--- config.mk ---
export PLATFORM = sky130hd
export DESIGN_NAME = wdog_pretimer
export DESIGN_NICKNAME = d
export VERILOG_FILES = /design/src/rtl/wdog_pretimer_pkg.sv /design/src/rtl/wdog_pretimer_prescaler.sv /design/src/rtl/wdog_pretimer_counter.sv /design/src/rtl/wdog_pretimer.sv
export SDC_FILE = /design/constraint.sdc
export NUM_CORES = 1
export LEC_CHECK = 0
export ABC_CLOCK_PERIOD_IN_PS = 7200
export BUFFER_PORTS_ARGS = -buffer_cell sky130_fd_sc_hd__buf_2
export CAP_MARGIN = 20
export CORE_MARGIN = 10
export CORE_UTILIZATION = 25
export DETAILED_ROUTE_END_ITERATION = 6
export SLEW_MARGIN = 20
export SYNTH_ARGS = -nofsm -noshare
export SYNTH_HDL_FRONTEND = slang
export SYNTH_SLANG_ARGS = --single-unit
--- constraint.sdc ---
create_clock -name clk -period 7.2 [get_ports clk]
set_clock_uncertainty 0.05 [all_clocks]
set_input_delay 0.72 -clock clk [delete_from_list [all_inputs] [get_ports clk]]
set_output_delay 0.72 -clock clk [all_outputs]
set_load 0.1 [all_outputs]
--- src/rtl/wdog_pretimer_pkg.sv ---
// Shared register offsets, bit positions and the control register layout.
package wdog_pretimer_pkg;
    localparam int unsigned BUS_AW = 8;
    localparam logic [BUS_AW-1:0] OFF_CTRL   = 8'h00;
    localparam logic [BUS_AW-1:0] OFF_STATUS = 8'h04;
    localparam logic [BUS_AW-1:0] OFF_WARN   = 8'h1C;
    localparam logic [BUS_AW-1:0] OFF_WDOG   = 8'h34;
    localparam logic [BUS_AW-1:0] OFF_RSTEN  = 8'h40;
    localparam logic [BUS_AW-1:0] OFF_RSTMSK = 8'h44;

    localparam int unsigned B_WARN_RUN  = 2;
    localparam int unsigned B_WDOG_RUN  = 8;
    localparam int unsigned B_WDOG_REF  = 10;
    localparam int unsigned B_WARN_REF  = 12;
    localparam int unsigned B_RATIO_LO  = 16;
    localparam int unsigned RATIO_BITS  = 3;
    localparam int unsigned B_ST_WARN   = 8;
    localparam int unsigned B_ST_WDOG   = 31;
    localparam int unsigned B_RSTEN     = 8;
    localparam int unsigned B_RSTMSK    = 10;

    // Channel index: 0 = early-warning counter, 1 = watchdog counter
    localparam int unsigned N_CHAN = 2;
    localparam int unsigned CH_WARN = 0;
    localparam int unsigned CH_WDOG = 1;

    typedef struct packed {
        logic [RATIO_BITS-1:0] ratio;
        logic                  warn_ref;
        logic                  wdog_ref;
        logic                  wdog_run;
        logic                  warn_run;
    } ctrl_t;
endpackage

--- src/rtl/wdog_pretimer_prescaler.sv ---
// Power-of-two tick divider.
// Produces a one-cycle tick every 2^ratio clocks from a free-running counter.
// Assumes ratio < 2^RATIO_W; ratio 0 ticks on every cycle.
module wdog_pretimer_prescaler #(
    parameter int unsigned RATIO_W = 3
) (
    input  logic               clk,
    input  logic               rst_n,
    input  logic [RATIO_W-1:0] ratio,
    output logic               tick
);
    localparam int unsigned FREE_W = (1 << RATIO_W) - 1;

    logic [FREE_W-1:0] free_q;
    logic [FREE_W-1:0] low_mask;

    // Free-running divider count
    always_ff @(posedge clk) begin
        if (!rst_n) free_q <= '0;
        else        free_q <= free_q + 1'b1;
    end

    // Mask of the low bits that must all be ones for a tick
    always_comb begin
        for (int i = 0; i < FREE_W; i++) low_mask[i] = (32'(ratio) > i);
    end

    assign tick = &(free_q | ~low_mask);
endmodule

--- src/rtl/wdog_pretimer_counter.sv ---
// Loadable down counter that stops at zero.
// A load wins over a decrement. hit pulses on the tick that takes the count from 1 to 0.
module wdog_pretimer_counter #(
    parameter int unsigned CNT_W = 32
) (
    input  logic             clk,
    input  logic             rst_n,
    input  logic             run,
    input  logic             tick,
    input  logic             load,
    input  logic [CNT_W-1:0] load_val,
    output logic [CNT_W-1:0] count,
    output logic             hit
);
    logic step;
    assign step = run && tick && (count != '0);
    assign hit  = !load && step && (count == CNT_W'(1));

    // Count register: load, else decrement on a live tick
    always_ff @(posedge clk) begin
        if (!rst_n)    count <= '0;
        else if (load) count <= load_val;
        else if (step) count <= count - 1'b1;
    end
endmodule

--- src/rtl/wdog_pretimer.sv ---
// Watchdog with early-warning timer, register port and gated reset request.
// Assumes a single-cycle register port: writes take effect at the clock edge and
// reads are combinational. ref_tick is synchronous to clk and one cycle per tick.
module wdog_pretimer
    import wdog_pretimer_pkg::*;
#(
    parameter int unsigned CNT_W   = 32,
    parameter int unsigned RATIO_W = RATIO_BITS
) (
    input  logic              clk,
    input  logic              rst_n,
    input  logic              ref_tick,
    input  logic              bus_sel,
    input  logic              bus_wr,
    input  logic [BUS_AW-1:0] bus_addr,
    input  logic [31:0]       bus_wdata,
    output logic [31:0]       bus_rdata,
    output logic              irq_expire,
    output logic              irq_pre,
    output logic              rst_req
);
    ctrl_t ctrl_q;
    logic  rsten_q, rstmsk_q;
    logic  flag_warn_q, flag_wdog_q;
    logic  sys_tick;
    logic  wr_ctrl, wr_status, wr_rsten, wr_rstmsk;

    logic [N_CHAN-1:0] ch_run, ch_ref, ch_load, ch_hit;
    logic [CNT_W-1:0]  ch_cnt [N_CHAN];
    logic [CNT_W-1:0]  warn_cnt, wdog_cnt;

    assign wr_ctrl   = bus_sel && bus_wr && (bus_addr == OFF_CTRL);
    assign wr_status = bus_sel && bus_wr && (bus_addr == OFF_STATUS);
    assign wr_rsten  = bus_sel && bus_wr && (bus_addr == OFF_RSTEN);
    assign wr_rstmsk = bus_sel && bus_wr && (bus_addr == OFF_RSTMSK);

    assign ch_run[CH_WARN]  = ctrl_q.warn_run;
    assign ch_run[CH_WDOG]  = ctrl_q.wdog_run;
    assign ch_ref[CH_WARN]  = ctrl_q.warn_ref;
    assign ch_ref[CH_WDOG]  = ctrl_q.wdog_ref;
    assign ch_load[CH_WARN] = bus_sel && bus_wr && (bus_addr == OFF_WARN);
    assign ch_load[CH_WDOG] = bus_sel && bus_wr && (bus_addr == OFF_WDOG);

    wdog_pretimer_prescaler #(.RATIO_W(RATIO_W)) u_presc (
        .clk   (clk),
        .rst_n (rst_n),
        .ratio (ctrl_q.ratio),
        .tick  (sys_tick)
    );

    for (genvar g = 0; g < N_CHAN; g++) begin : gen_chan
        logic chan_tick;
        assign chan_tick = ch_ref[g] ? ref_tick : sys_tick;
        wdog_pretimer_counter #(.CNT_W(CNT_W)) u_cnt (
            .clk      (clk),
            .rst_n    (rst_n),
            .run      (ch_run[g]),
            .tick     (chan_tick),
            .load     (ch_load[g]),
            .load_val (bus_wdata[CNT_W-1:0]),
            .count    (ch_cnt[g]),
            .hit      (ch_hit[g])
        );
    end

    assign warn_cnt = ch_cnt[CH_WARN];
    assign wdog_cnt = ch_cnt[CH_WDOG];

    // Control, reset-enable and reset-mask registers
    always_ff @(posedge clk) begin
        if (!rst_n) begin
            ctrl_q   <= '0;
            rsten_q  <= 1'b0;
            rstmsk_q <= 1'b1;
        end else begin
            if (wr_ctrl) begin
                ctrl_q.warn_run <= bus_wdata[B_WARN_RUN];
                ctrl_q.wdog_run <= bus_wdata[B_WDOG_RUN];
                ctrl_q.wdog_ref <= bus_wdata[B_WDOG_REF];
                ctrl_q.warn_ref <= bus_wdata[B_WARN_REF];
                ctrl_q.ratio    <= bus_wdata[B_RATIO_LO +: RATIO_W];
            end
            if (wr_rsten)  rsten_q  <= bus_wdata[B_RSTEN];
            if (wr_rstmsk) rstmsk_q <= bus_wdata[B_RSTMSK];
        end
    end

    // Sticky flags: set on a hit, cleared by writing 0 to the bit
    always_ff @(posedge clk) begin
        if (!rst_n) begin
            flag_warn_q <= 1'b0;
            flag_wdog_q <= 1'b0;
        end else begin
            if (ch_hit[CH_WARN])                        flag_warn_q <= 1'b1;
            else if (wr_status && !bus_wdata[B_ST_WARN]) flag_warn_q <= 1'b0;
            if (ch_hit[CH_WDOG])                        flag_wdog_q <= 1'b1;
            else if (wr_status && !bus_wdata[B_ST_WDOG]) flag_wdog_q <= 1'b0;
        end
    end

    // Read data multiplexer
    always_comb begin
        bus_rdata = '0;
        case (bus_addr)
            OFF_CTRL: begin
                bus_rdata[B_WARN_RUN]             = ctrl_q.warn_run;
                bus_rdata[B_WDOG_RUN]             = ctrl_q.wdog_run;
                bus_rdata[B_WDOG_REF]             = ctrl_q.wdog_ref;
                bus_rdata[B_WARN_REF]             = ctrl_q.warn_ref;
                bus_rdata[B_RATIO_LO +: RATIO_W]  = ctrl_q.ratio;
            end
            OFF_STATUS: begin
                bus_rdata[B_ST_WARN] = flag_warn_q;
                bus_rdata[B_ST_WDOG] = flag_wdog_q;
            end
            OFF_WARN:   bus_rdata[CNT_W-1:0] = warn_cnt;
            OFF_WDOG:   bus_rdata[CNT_W-1:0] = wdog_cnt;
            OFF_RSTEN:  bus_rdata[B_RSTEN]   = rsten_q;
            OFF_RSTMSK: bus_rdata[B_RSTMSK]  = rstmsk_q;
            default:    bus_rdata = '0;
        endcase
    end

    assign irq_expire = flag_wdog_q;
    assign irq_pre    = flag_warn_q;
    assign rst_req    = flag_wdog_q && ctrl_q.wdog_run && rsten_q && !rstmsk_q;
endmodule

==> results.tsv, run 1 <==
metric	value	unit
nFillCells	2108	
max-vdd-ir-drop	0.000120	V
hold_path_class	flip-flop to flip-flop	
max_freq	272	MHz
synth_top_cell_area_share	33.4	%
p_sw	233	uW
cts-buffers-inserted	9	
post_cts_buffers	0	
grt_pass1_wl	27800	um
rsz0062_at_grt	no	
drtPass1Iterations	5	
dp_cells	934	
ant_nets	0	
fin_cells	953	
p_per_area	173	nW/um2
die_w	160	um
hold_start	gen_chan[0].u_cnt.count[15]	
synth_edf_count	0	
internal-power	788	uW
coreArea	19400	um2
nNetsFinal	732	
drive_gt1_share	18.1	%
holdBufCountCts	0	
final_cell_mix	dfxtp_1, buf_2, o21ai_0	
pwr-share-comb	5.3	%
p_leak	0.00215	uW
die_area	25700	um2
reg2reg_depth	7	
htreeDepth	3	
slew_violations	0	
numClockSinks	82	
cts_tree	yes	
p_clk_share	49.9	%
post_synth.cell_area_avg	7.90	um2
start_util	25.4	%
r2r-start	gen_chan[1].u_cnt.count[16]	
worstMarginPinSlew	1.12	ns
min_period	3.68	ns
io_buffer_count	79	
final_util	30.3	%
drc	0	
r2r_setup_slack	3.69	ns
critPathMaxFanout	14	
maxCapViolations	0	
die_y	160	um
synthArstFlopShare	0	%
via_count	4973	
hpwl	12600	um
avgViaCountPerCell	5.22	
wl_per_cell	18.6	um
worstSkewPairLatency	0.36	ns
synth_nets	675	
yosys-top-cells-area	dfxtp_1, xnor2_1, o21ai_0	
path_class	primary input to primary output	
synthFlopType	dfxtp_1	
fin_tns_setup	0	ns
slew_headroom	25.1	%
synthToLayoutAreaGrowth	19.7	%
layout_worst_path_cycle_share	51.1	%
synth-seq-area-share	33.4	%
grt_max_degree	69	
routabilityCongestion	0.870	
ios	80	
grt_use_total	13.5	%
holdPathEnd	gen_chan[0].u_cnt.count[15]	
cts_resized	0	
routed_wl	17700	um
switching_share	22.8	%
root_buffer	clkbuf_16	
end_kind	primary output	
yosysWarnings	0	
synth_seq_cells	82	
pwr-share-seq	44.9	%
yosysTopAreaCell	dfxtp_1	
drtIter0Drc	371	
synthCells	623	
final_common_cell	dfxtp_1	
path_clk_slew	0.06	ns
grt_pass1_vias	4780	
holdPathStages	2	
grt_overflow	0	
clk_path_buf_depth	2	
critPathLaunchType	primary input	
status	complete, no violations	
antenna_found_initial	3	
rows	51	
netlist_area	4920	um2
synth_cell_types	59	
setup_viol	0	
crit_arrival	2.91	ns
reg2reg_to	gen_chan[1].u_cnt.count[0]	
finalHoldViolCount	0	
worstPathRequired	6.43	ns
## cells in the mapped netlist (all sizes together) (2+ instances only)
master and instances:
a21oi 63, nand2 47, clkbuf 37, a221o 2, nor2 37, o41a 2, a22o 24, nand2b 5
mux2i 3, or3 10, o21ai 68, nand4b 2, or2 3, or4 18, nor4 27, o21a 2
nand4 7, nor3 24, nor4b 6, a211oi 2, nor3b 3, and3 4, dfxtp 82, buf 4
xor2 13, a21boi 2, nand3b 3, o41ai 5, xnor2 45, and2 4, a22oi 6, ha 7
inv 6, nand3 30, a31oi 8
## routing by layer
layer  global-route usage, %  share of wire, %  vias to the layer above  routed length, um
met4                    4.72               1.9                        2                330
met5                       0             0.062                        -                 11
met1                    17.3                45                     2335               7990
met3                    3.44               5.8                       24               1030
li1                        -                 -                     2431                  -
met2                    21.5                47                      181               8360
## how the worst max path moves through the flow
stage,startpoint,to,slack (ns),depth (start not counted)
6_report,bus_addr[5],bus_rdata[12],3.52,7
5_1_grt,bus_addr[5],bus_rdata[12],3.40,7
3_5_place_dp,bus_addr[5],bus_rdata[12],3.59,7
4_1_cts,bus_addr[5],bus_rdata[12],3.58,7
2_1_floorplan,bus_addr[6],bus_rdata[13],3.70,6
3_3_place_gp,bus_addr[3],bus_rdata[12],3.59,7
## through the flow
step | total power [uW] | area (um2) | setup WS, ns | hold WS (ns)
after floorplan | 495 | 4920 | 3.70 | 0.394
after global placement | 521 | 5560 | 3.59 | 0.417
after detailed placement | 522 | 5560 | 3.59 | 0.423
after CTS | 1030 | 5880 | 3.58 | 0.437
after global routing | 1060 | 5880 | 3.40 | 0.472
final | 1020 | 5890 | 3.52 | 0.445
## critical path, stage by stage
cell,delay (ns)
buf_2,0.14
nor3_1,0.40
nand2_1,0.12
nor2_1,0.75
a22oi_1,0.21
nand2_1,0.14
buf_2,0.43
## flip-flops by register name, summed over array words and instances (netlist names)
signal / flops
ch_run: 2
ctrl_q: 3
rsten_q: 1
u_presc.free_q: 7
irq_expire: 1
irq_pre: 1
rstmsk_q: 1
gen_chan.u_cnt.count: 64
ch_ref: 2
## layout make-up
type / instances / area (um2) / area share, %
flip-flops and latches: 82 / 1640 / 27.9
multi-input cells: 493 / 3100 / 52.7
clock buffers: 12 / 246 / 4.19
inverters: 7 / 26.3 / 0.446
diodes: 3 / 7.51 / 0.128
clock inverters: 4 / 75.1 / 1.28
well taps: 265 / 332 / 5.63
repair buffers: 87 / 455 / 7.74
## kinds of logic after synthesis
| family | share of synthesized area (%) |
|---|---|
| flip-flops | 33.4 |
| XOR/XNOR | 10.3 |
| AO/OA/AOI/OAI | 23.4 |
| multiplexers | 0.610 |
| buffers and inverters | 3.84 |
| AND/OR/NAND/NOR | 26.7 |
| adder cells (fa/ha/maj) | 1.78 |
## power groups by stage
stage	logic (uW)	clock network (uW)	registers, uW
2_1_floorplan	26.9	0	468
3_3_place_gp	52.8	0	468
3_5_place_dp	53.2	0	468
4_1_cts	53.5	515	458
5_1_grt	59.6	537	458
6_report	53.6	509	458
Power figures use the tool's default switching activity.
==> run 2, diff against run 1 <==
- ABC_AREA: default -> 1
- ABC_CLOCK_PERIOD_IN_PS: 7200 -> 3000
- clock period: 7.2 -> 3 ns (I/O delays scaled with it)
==> run 2 against run 1 <==
Against the previous run: hold slack worse by 0.24 ns; critical path type unchanged; via count up 50%; clock-buffer cell count down 3; worst setup slack worse by 3.0 ns; synthesized cell count up 76%; largest power group unchanged.
==> results.tsv, run 2 <==
metric	value	unit	change
synth-seq-area-share	25.4	%	-8.0 points
worstPathRequired	2.65	ns	-3.78 ns
cts-buffers-inserted	9		unchanged
critPathLaunchType	primary input		
drtPass1Iterations	5		unchanged
fin_tns_setup	0	ns	unchanged
critPathMaxFanout	20		+6
yosysMostFrequentCell	nand2_1		
status	complete, no violations		
grt_overflow	0		unchanged
die_area	32700	um2	+27%
rows	58		+14%
path_clk_slew	0.07	ns	about the same
numClockSinks	82		unchanged
yosysWarnings	0		unchanged
grt_max_degree	40		-42%
routabilityCongestion	0.940		+8.1%
nNetsFinal	1204		+64%
antenna_found_initial	0		-3
netlist_area	6460	um2	+31%
finalHoldViolCount	0		unchanged
synthArstFlopShare	0	%	unchanged
synth_nets	1146		+70%
yosysTopAreaCell	dfxtp_1		
diodes	0		-3
root_buffer	clkbuf_16		
hold_path_class	primary input to flip-flop		
via_count	7453		+50%
post_synth.cell_area_avg	5.91	um2	-25%
die_w	181	um	+13%
maxCapViolations	0		unchanged
worstMarginPinSlew	0.707	ns	-0.414 ns
worstSkewPairLatency	0.36	ns	about the same
grt_pass1_vias	7004		+47%
layout_worst_path_cycle_share	83.6	%	
crit_arrival	2.16	ns	-0.75 ns
wl_per_cell	17.0	um	-8.8%
avgViaCountPerCell	5.01		-4.0%
p_leak	0.00337	uW	+57%
cts_tree	yes		
ant_nets	0		unchanged
drc	0		unchanged
fin_cells	1487		+56%
reg2reg_depth	11		+4
final_util	29.3	%	-1.0 points
synth_edf_count	0		unchanged
yosys-top-cells-count	nand2_1, nor2_1, nand3_1		
holdBufCountCts	0		unchanged
largest_reg_flops	64		unchanged
dp_cells	1471		+57%
max-vdd-ir-drop	0.000270	V	+130%
ios	80		unchanged
synth_seq_cells	82		unchanged
htreeDepth	3		unchanged
yosys-top-cells-area	dfxtp_1, nand2_1, nand3_1		
start_util	25.5	%	+0.15 points
p_total	2420	uW	+140%
rsz0062_at_grt	no		
grt_pass1_wl	38900	um	+40%
routed_wl	25200	um	+42%
post_cts_buffers	0		unchanged
synth_cell_types	41		-31%
max_freq	399	MHz	
cts_resized	0		unchanged
end_kind	primary output		
setup_viol	0		unchanged
coreArea	25300	um2	+31%
synthCells	1094		+76%
synth_top_cell_area_share	25.4	%	-8.0 points
nFillCells	2799		+33%
holdPathStages	3		+1
slew_violations	0		unchanged
grt_use_total	14.7	%	+1.2 points
drtIter0Drc	730		+97%
regMostFlops	gen_chan.u_cnt.count		
drive_gt1_share	13.8	%	-4.3 points
top_regs	gen_chan.u_cnt.count: 64 flops, u_presc.free_q: 7 flops, ctrl_q: 3 flops		
p_per_area	325	nW/um2	+88%
die_y	181	um	+13%
slew_headroom	52.5	%	+27 points
min_period	2.51	ns	
final.setup.worst_slack	0.491	ns	-3.03 ns
clk_path_buf_depth	2		unchanged
pre_cts_slack	0.512	ns	-3.08 ns
synthFlopType	dfxtp_1		
path_class	primary input to primary output		
final_common_cell	nand2_1		
io_buffer_count	79		unchanged
synthToLayoutAreaGrowth	14.9	%	
hpwl	19400	um	+53%
final_cell_mix	nand2_1, nor2_1, nand3_1		
-- run 2: cell count changes in the layout (fill, tap and decap cells not counted), sizes merged, moves of 25 or more --
| cell | previous run | this run |
|---|---|---|
| inv | 6 | 112 |
| nor2 | 37 | 167 |
| nand3 | 30 | 117 |
| nor4 | 27 | 2 |
| nand2 | 47 | 340 |
| xnor2 | 45 | 4 |
-- run 2: kinds of logic after synthesis --
family	share of synthesized area (%)
adder cells (fa/ha/maj)	1.36
XOR/XNOR	4.07
buffers and inverters	10.3
AO/OA/AOI/OAI	14.2
AND/OR/NAND/NOR	44.7
flip-flops	25.4
-- run 2: path summary, 6_finish.rpt --
path                                                 start  slack, ns                           to
worst max register to register  gen_chan[0].u_cnt.count[0]       0.81  gen_chan[0].u_cnt.count[26]
worst min register to register           u_presc.free_q[0]       0.41            u_presc.free_q[0]
worst max-delay path                           bus_addr[0]       0.49                bus_rdata[14]
worst min-delay path                          bus_wdata[2]       0.20                    ch_run[0]
-- run 2: power by group --
group	switching, uW	leakage, uW	internal (uW)
clock	566	0.000138	579
combinational	120	0.00257	53.7
sequential	5.20	0.000661	1090
total	691	0.00337	1720
-- run 2: per-layer routing --
layer | vias up | track usage (%) | part of all wire (%)
li1 | 3665 | - | -
met1 | 3421 | 17.5 | 41
met2 | 294 | 25.0 | 49
met3 | 73 | 1.98 | 5.9
met4 | 0 | 8.37 | 5.1
met5 | - | 0 | 0
-- run 2: cell type report --
type                    instances  area [um2]  area share [%]
clock buffers                   9         225            3.03
clock inverters                 7        60.1           0.809
inverters                     107         404            5.44
multi-input cells             862        4160            56.0
flip-flops and latches         82        1640            22.1
well taps                     330         413            5.56
repair buffers                 90         520            7.01
-- run 2: per-stage QoR --
stage                     instance area, um2  hold WS, ns
after CTS                               7420        0.189
after global placement                  7140        0.395
after global routing                    7420        0.195
after detailed placement                7140        0.404
final                                   7420        0.201
after floorplan                         6460        0.380
-- run 2: worst max-delay path, stage by stage --
cell     delay [ns]
buf_2          0.10
inv_1          0.04
nand2_1        0.14
nor3_4         0.21
nand3_2        0.27
buf_4          0.32
o22ai_1        0.27
buf_2          0.50
==> run 3, diff against run 2 <==
- ABC_CLOCK_PERIOD_IN_PS: 3000 -> 2450
- clock period: 3 -> 2.45 ns (I/O delays scaled with it)
==> run 3 against run 2 <==
Against the previous run: design area is 8.1% higher; clock power is 37% higher; sequential share of layout area is 1.7 points lower; die area stayed put; critical path depth is 3 higher; first-iteration DRC count is 11% lower; critical endpoint is now gen_chan[1].u_cnt.count[2]; largest power group unchanged.
==> results.tsv, run 3 (synthesized netlist as in run 2, its figures left out) <==
metric	value	unit	change
status	complete, no violations		
htreeDepth	3		unchanged
cts_tree	yes		
worstSkewPairLatency	0.36	ns	about the same
largest_reg_flops	64		unchanged
critPathLaunchType	flip-flop		
reg2reg_to	gen_chan[1].u_cnt.count[2]		
p_per_area	390	nW/um2	+20%
die_area	32700	um2	unchanged
nNetsFinal	1214		+0.83%
worstMarginPinSlew	0.608	ns	-0.0988 ns
cts-buffers-inserted	9		unchanged
drive_gt1_share	14.9	%	+1.1 points
reg2reg_depth	11		unchanged
synthToLayoutAreaGrowth	24.2	%	
coreArea	25300	um2	unchanged
end_kind	flip-flop		
r2r-start	gen_chan[1].u_cnt.count[0]		
regMostFlops	gen_chan.u_cnt.count		
rows	58		unchanged
avgViaCountPerCell	4.93		-1.6%
cts_resized	0		unchanged
layout_worst_path_cycle_share	89.0	%	
finalHoldViolCount	0		unchanged
ant_nets	0		unchanged
routed_wl	26300	um	+4.2%
fin_cells	1497		+0.67%
rsz0062_at_grt	no		
grt_max_degree	61		+53%
final_cell_mix	nand2_1, nor2_1, nand3_1		
setup_viol	0		unchanged
post_cts_buffers	0		unchanged
final_area	8020	um2	+8.1%
worstPathRequired	2.70	ns	+0.05 ns
via_count	7386		-0.90%
root_buffer	clkbuf_16		
path_class	flip-flop to flip-flop		
die_w	181	um	unchanged
seqCellArea	1640	um2	unchanged
max-vdd-ir-drop	0.000335	V	+24%
dpl_cell_area	7700	um2	+7.8%
p_leak	0.00353	uW	+4.5%
die_y	181	um	unchanged
holdBufCountCts	0		unchanged
clk_path_buf_depth	2		unchanged
max_freq	459	MHz	
numClockSinks	82		unchanged
dp_cells	1481		+0.68%
drtPass1Iterations	5		unchanged
grt_overflow	0		unchanged
slew_headroom	59.2	%	+6.6 points
grt_use_total	15.5	%	+0.75 points
io_buffer_count	79		unchanged
antenna_found_initial	0		unchanged
r2r_setup_slack	0.27	ns	-0.54 ns
top_regs	gen_chan.u_cnt.count: 64 flops, u_presc.free_q: 7 flops, ctrl_q: 3 flops		
crit_start	gen_chan[1].u_cnt.count[0]		
start_util	25.5	%	unchanged
wl_per_cell	17.6	um	+3.5%
slew_violations	0		unchanged
diodes	0		unchanged
critPathMaxFanout	33		+65%
ios	80		unchanged
nFillCells	2776		-0.82%
crit_end	gen_chan[1].u_cnt.count[2]		
final_util	31.7	%	+2.4 points
hold_path_class	primary input to flip-flop		
grt_pass1_vias	6950		-0.77%
grt_pass1_wl	40400	um	+3.9%
routabilityCongestion	0.948		+0.85%
final_common_cell	nand2_1		
multi_input_area	4180	um2	+0.51%
hpwl	20600	um	+6.0%
crit_arrival	2.43	ns	+0.27 ns
path_clk_slew	0.07	ns	about the same
min_period	2.18	ns	
drc	0		unchanged
maxCapViolations	0		unchanged
drtIter0Drc	651		-11%
-- run 3: cell count changes in the layout (fill, tap and decap cells not counted), sizes merged --
cell      before  now
bufinv         0    2
inv          112  109
clkinv         1    3
buf           90  100
clkinvlp       1    0
-- run 3: worst max-delay path: stages (launching register included) --
cell and delay [ns]:
dfxtp_1 0.34, inv_1 0.20, ha_1 0.18, nand2_1 0.06, nand3b_1 0.15, nor2_1 0.12, nor2_2 0.07, nand2_4 0.32
nand2_4 0.33, nand2_1 0.16, nand2_1 0.06, nor2_1 0.08
-- run 3: cell type report --
type	instances	area share (%)
clock buffers	9	2.81
well taps	330	5.15
clock inverters	7	1.25
inverters	107	5.04
repair buffers	100	13.2
multi-input cells	862	52.1
flip-flops and latches	82	20.5
-- run 3: where the power goes --
| group | switching [uW] | leakage [uW] | internal, uW |
|---|---|---|---|
| sequential | 6.30 | 0.000661 | 1340 |
| combinational | 148 | 0.00270 | 67.6 |
| clock | 666 | 0.000160 | 904 |
| total | 821 | 0.00353 | 2310 |
-- run 3: routing by layer --
layer	part of all wire (%)	GRT usage, %
met1	43	19.8
met2	48	25.6
met3	5.8	1.70
met4	3.6	6.96
met5	0	0
-- run 3: worst min path at each step --
| stage | from | endpoint | slack, ns | cells after the start |
|---|---|---|---|---|
| floorplan | bus_wdata[16] | ctrl_q[4] | 0.33 | 2 |
| global placement | u_presc.free_q[0] | u_presc.free_q[0] | 0.40 | 1 |
| detailed placement | u_presc.free_q[0] | u_presc.free_q[0] | 0.40 | 1 |
| CTS | bus_wdata[17] | ctrl_q[5] | 0.15 | 3 |
| global route | bus_wdata[17] | ctrl_q[5] | 0.15 | 3 |
| finish | bus_wdata[17] | ctrl_q[5] | 0.16 | 3 |
-- run 3: stage by stage --
stage                     setup TNS (ns)  setup WS [ns]  hold WS [ns]  total power, uW
after floorplan                   -11.37         -0.452         0.330             1480
after global placement                 0          0.292         0.400             1590
after detailed placement               0          0.288         0.405             1590
after CTS                              0          0.281         0.145             3130
after global routing                   0         0.0399         0.152             3200
final                                  0          0.270         0.158             3130
